$ cat src/rtl/txq_pkg.sv
package txq_pkg;
  // strobes from control to datapath
  typedef struct packed {
    logic push;   // store the incoming entry at the tail
    logic pop;    // retire the head entry
    logic clear;  // reset both pointers
  } txqStrobe_t;
endpackage

$ cat src/rtl/txq_ctrl.sv
module txq_ctrl
  import txq_pkg::*;
#(
  parameter int DEPTH = 16
) (
  input  logic       clk,
  input  logic       rstN,
  input  logic       wrEn,
  input  logic       fifoOn,
  input  logic       flush,
  input  logic       headReady,
  input  logic       halfIrqEn,
  input  logic       roomIrqEn,
  output txqStrobe_t stb,
  output logic       headValid,
  output logic       roomFlag,
  output logic       halfFlag,
  output logic       ovfFlag,
  output logic       irq
);
  localparam int CNT_W = $clog2(DEPTH + 1);
  localparam logic [CNT_W-1:0] CAP_ON  = CNT_W'(DEPTH);
  localparam logic [CNT_W-1:0] CAP_OFF = CNT_W'(1);

  logic [CNT_W-1:0] count;
  logic [CNT_W-1:0] cap;
  logic             full;
  logic             pushOk;
  logic             popOk;

  // capacity depends on the mode
  assign cap  = fifoOn ? CAP_ON : CAP_OFF;
  assign full = (count >= cap);

  assign pushOk = wrEn && !full && !flush;
  assign popOk  = headReady && (count != '0) && !flush;

  always_comb begin
    stb       = '0;
    stb.push  = pushOk;
    stb.pop   = popOk;
    stb.clear = flush;
  end

  always_ff @(posedge clk) begin
    if (!rstN || flush) begin
      count <= '0;
    end else if (pushOk && !popOk) begin
      count <= count + 1'b1;
    end else if (popOk && !pushOk) begin
      count <= count - 1'b1;
    end
  end

  always_ff @(posedge clk) begin
    if (!rstN || flush) begin
      ovfFlag <= 1'b0;
    end else if (wrEn && full) begin
      ovfFlag <= 1'b1;
    end
  end

  assign headValid = (count != '0);
  assign roomFlag  = !full;
  assign halfFlag  = (count <= (cap >> 1));
  assign irq       = (halfIrqEn && halfFlag) || (roomIrqEn && roomFlag);
endmodule

$ cat src/rtl/txq_data.sv
module txq_data
  import txq_pkg::*;
#(
  parameter int DEPTH  = 16,
  parameter int DATA_W = 8
) (
  input  logic              clk,
  input  logic              rstN,
  input  txqStrobe_t        stb,
  input  logic [DATA_W-1:0] wrData,
  input  logic              wrAddrBit,
  output logic [DATA_W-1:0] headData,
  output logic              headAddrBit
);
  localparam int PTR_W = (DEPTH > 1) ? $clog2(DEPTH) : 1;
  localparam int ENT_W = DATA_W + 1;
  localparam logic [PTR_W-1:0] LAST = PTR_W'(DEPTH - 1);

  logic [ENT_W-1:0] mem [DEPTH];
  logic [PTR_W-1:0] wrPtr;
  logic [PTR_W-1:0] rdPtr;

  function automatic logic [PTR_W-1:0] nextPtr(input logic [PTR_W-1:0] p);
    return (p == LAST) ? '0 : p + 1'b1;
  endfunction

  always_ff @(posedge clk) begin
    if (!rstN || stb.clear) begin
      wrPtr <= '0;
      rdPtr <= '0;
    end else begin
      if (stb.push) wrPtr <= nextPtr(wrPtr);
      if (stb.pop)  rdPtr <= nextPtr(rdPtr);
    end
  end

  // one write port per slot, selected by the write pointer
  for (genvar i = 0; i < DEPTH; i++) begin : gSlot
    always_ff @(posedge clk) begin
      if (stb.push && (wrPtr == PTR_W'(i))) begin
        mem[i] <= {wrAddrBit, wrData};
      end
    end
  end

  assign {headAddrBit, headData} = mem[rdPtr];
endmodule

$ cat src/rtl/txq_fifo.sv
module txq_fifo
  import txq_pkg::*;
#(
  parameter int DEPTH  = 16,
  parameter int DATA_W = 8
) (
  input  logic              clk,
  input  logic              rstN,
  input  logic              wrEn,
  input  logic [DATA_W-1:0] wrData,
  input  logic              wrAddrBit,
  input  logic              fifoOn,
  input  logic              flush,
  input  logic              halfIrqEn,
  input  logic              roomIrqEn,
  input  logic              headReady,
  output logic              headValid,
  output logic [DATA_W-1:0] headData,
  output logic              headAddrBit,
  output logic              roomFlag,
  output logic              halfFlag,
  output logic              ovfFlag,
  output logic              irq
);
  txqStrobe_t stb;

  txq_ctrl #(.DEPTH(DEPTH)) uCtrl (
    .clk(clk), .rstN(rstN), .wrEn(wrEn), .fifoOn(fifoOn), .flush(flush),
    .headReady(headReady), .halfIrqEn(halfIrqEn), .roomIrqEn(roomIrqEn),
    .stb(stb), .headValid(headValid), .roomFlag(roomFlag),
    .halfFlag(halfFlag), .ovfFlag(ovfFlag), .irq(irq)
  );

  txq_data #(.DEPTH(DEPTH), .DATA_W(DATA_W)) uData (
    .clk(clk), .rstN(rstN), .stb(stb), .wrData(wrData),
    .wrAddrBit(wrAddrBit), .headData(headData), .headAddrBit(headAddrBit)
  );
endmodule

$ cat config.mk
export PLATFORM = sky130hd
export DESIGN_NAME = txq_fifo
export DESIGN_NICKNAME = d
export VERILOG_FILES = /design/src/rtl/txq_pkg.sv /design/src/rtl/txq_ctrl.sv /design/src/rtl/txq_data.sv /design/src/rtl/txq_fifo.sv
export SDC_FILE = /design/constraint.sdc
export NUM_CORES = 1
export LEC_CHECK = 0
export BUFFER_PORTS_ARGS = -buffer_cell sky130_fd_sc_hd__buf_4
export CORE_ASPECT_RATIO = 1.2
export CORE_UTILIZATION = 61
export CTS_CLUSTER_DIAMETER = 50
export DETAILED_ROUTE_END_ITERATION = 16
export GPL_TIMING_DRIVEN = 0
export HOLD_SLACK_MARGIN = 0.15
export PLACE_DENSITY_LB_ADDON = 0.08
export SLEW_MARGIN = 20
export SYNTH_ARGS = -nofsm -noshare
export SYNTH_HDL_FRONTEND = slang
export SYNTH_SLANG_ARGS = --single-unit
$ cat constraint.sdc
create_clock -name clk -period 3.08 [get_ports clk]
set_input_delay 0 -clock clk [delete_from_list [all_inputs] [get_ports clk]]
set_output_delay 0 -clock clk [all_outputs]
set_load 0.1 [all_outputs]
==> results.sh <==
export IMPL_status="completed"
export IMPL_via_per_inst=6.30
export IMPL_ys_ff_latch=162
export IMPL_period_share_pct=96.7
export IMPL_syn_area_um2=6480
export IMPL_place_gp_congestion=0.813
export IMPL_coreArea_um2=10200
export IMPL_worstSetupPathType="flip-flop to flip-flop"
export IMPL_arrival_ps=3010
export IMPL_cap_violations=0
export IMPL_drt_wirelength_per_cell_um=24.1
export IMPL_synth_xor_area_share_pct=0.405
export IMPL_p_per_area_nw_per_um2=632
export IMPL_drv_slew=0
export IMPL_vdd_drop_max_v=0.000424
export IMPL_cts_buffers=17
export IMPL_clock_root_buffer="clkbuf_16"
export IMPL_fin_nets=453
export IMPL_area_growth_pct=17.7
export IMPL_dieArea_um2=11000
export IMPL_routed_wl_mm=13.5
export IMPL_synth_nets=387
export IMPL_cts_tree="done"
export IMPL_p_leak_uw=0.00255
export IMPL_netlist_instances=357
export IMPL_postSynth_asyncResetShare_pct=0
export IMPL_die_w_um=96.1
export IMPL_relSlewSlack_pct=31.9
export IMPL_synth_mux_area_share_pct=13.0
export IMPL_drc=0
export IMPL_final_common_cell="edfxtp_1"
export IMPL_crit_fanout=9
export IMPL_place_ws_ps=-0.186
export IMPL_setup_viol=0
export IMPL_start_util_pct=63.8
export IMPL_antenna_found_initial=0
export IMPL_tightest_slew_ps=1020
export IMPL_max_freq_mhz=336
export IMPL_setup_tns_final_ps=0
export IMPL_yosys_area_share_adder_pct=2.62
export IMPL_min_path_type="input pin to flip-flop"
export IMPL_crit_required_ps=3110
export IMPL_clkTransAtPathRegs_ps=60
export IMPL_antenna_cells=0
export IMPL_ys_seq_area_share_pct=72.3
export IMPL_synthSimpleGateAreaFrac_pct=5.33
export IMPL_clock_skew_final_ps=6.27
export IMPL_pin_count=31
export IMPL_grt_pass1_vias=3611
export IMPL_netlist_top_cell_by_area="edfxtp_1"
export IMPL_avgSynthCellArea_um2=18.2
export IMPL_postRouteAntennaNets=0
export IMPL_final_util_pct=75.1
export IMPL_grt_ovfl_total=0
export IMPL_rows=40
export IMPL_vias=3538
export IMPL_track_usage_pct=27.2
export IMPL_startpoint_type="flip-flop"
export IMPL_htreeDepth=4
export IMPL_clock_sinks=162
export IMPL_grt_pass1_wl_mm=20.5
export IMPL_die_y_um=115
export IMPL_yosysUniqueCellTypes=40
export IMPL_synth_main_ff_cell="edfxtp_1"
export IMPL_synth_top_family_by_area="multiplexers"
export IMPL_clockBufferDepth=2
export IMPL_setup_slack_ps=103
export IMPL_cp_end_kind="flip-flop"
export IMPL_dp_hpwl_mm=8.33
export IMPL_layout_drive_gt1_share_pct=25.7
export IMPL_dr_pass1_iters=5
export IMPL_synth_top_cell_area_share_pct=66.7
export IMPL_synth_edf_count=144
export IMPL_layout_min_cycle_time_ps=2980
export IMPL_initialDrtViolationCount=318
export IMPL_finalHoldViolCount=0
export IMPL_worstSkewPairLatency_ps=420
export IMPL_io_buffers=30
export IMPL_layout_common_cells="edfxtp_1 (144), mux4_2 (36), buf_4 (32)"
export IMPL_synth_compound_area_share_pct=4.90
export IMPL_power_total_uw=4820
export IMPL_synth_top_cells_by_area="edfxtp_1 (67%), mux4_2 (13%), dfxtp_1 (5.6%)"
export IMPL_grt_max_degree=17
export IMPL_hold_slack_ps=378
export IMPL_yosysWarnings=0
export IMPL_ff2ff_setup_slack_ps=100
## cell families (layout without fill, tap and decap cells)
| group | Yosys count | in the layout |
|---|---|---|
| adder cells (fa/ha/maj) | 13 | 13 |
| buffers and inverters | 25 | 104 |
| flip-flops | 162 | 162 |
| AO/OA/AOI/OAI | 43 | 43 |
| multiplexers | 39 | 39 |
| XOR/XNOR | 3 | 3 |
| AND/OR/NAND/NOR | 72 | 72 |
## timing repair
item,4_1_cts,5_1_grt
gates resized for setup,1,2
hold buffers,15,0
setup endpoints to repair,1,1
pin swaps,0,1
buffers inserted,0,2
hold endpoints to repair,157,0
## layout make-up
type,instances,area [um2]
plain buffers,15,61.3
clock buffers,24,514
fillers,604,2530
flip-flops and latches,162,4690
clock inverters,8,45.0
repair buffers,47,390
multi-input cells,170,1740
well taps,126,158
inverters,10,37.5
## layer usage
metal | GRT usage [%] | up-vias | routed length (um)
met5 | 0 | - | 0
met4 | 10.6 | 0 | 373
met3 | 7.01 | 22 | 705
met2 | 43.3 | 115 | 6820
met1 | 36.2 | 1832 | 5630
li1 | - | 1569 | -
## critical path, stage by stage (launching register included)
cell and delay, ps:
dfxtp_4 390, inv_1 60, ha_1 270, or4_4 450, o21ai_4 180, buf_4 150, nand3_1 230, nor2_1 860
## report_power, final
group,internal [uW],switching (uW)
sequential,2400,12.8
combinational,140,287
clock,1160,815
total,3710,1110
## synthesized netlist by cell type, types with 3 or more instances
master,instances
nor2_1,22
edfxtp_1,144
mux4_2,36
nand2_1,17
a21oi_1,9
nor2b_1,4
and2_1,3
buf_2,4
clkbuf_1,8
nor3_1,6
inv_1,10
ha_1,12
nand3_1,9
dfxtp_1,18
a22oi_1,18
buf_1,3
mux2i_1,3
or3_1,3
## state kept, by name (all words and copies together) (netlist names), named ones only
| signal | cells |
|---|---|
| uData.mem | 144 |
| uData.rdPtr | 4 |
| uCtrl.count | 5 |
| uData.wrPtr | 4 |
| uCtrl.ovfFlag | 1 |
## worst paths after layout
kind | from | depth (start not counted) | endpoint
max | uCtrl.count[0] | 7 | uData.mem[7][6]
min | fifoOn | 5 | uData.wrPtr[3]
max reg2reg | uCtrl.count[0] | 7 | uData.mem[7][6]
min reg2reg | uData.rdPtr[3] | 2 | uData.rdPtr[3]
## per-stage QoR
step / std cells / area [um2]
4_1_cts: 560 / 7600
5_1_grt: 562 / 7630
3_3_place_gp: 513 / 6870
6_report: 562 / 7630
3_5_place_dp: 513 / 6890
2_1_floorplan: 357 / 6490
Note: power is estimated with default switching activity, not from simulation.
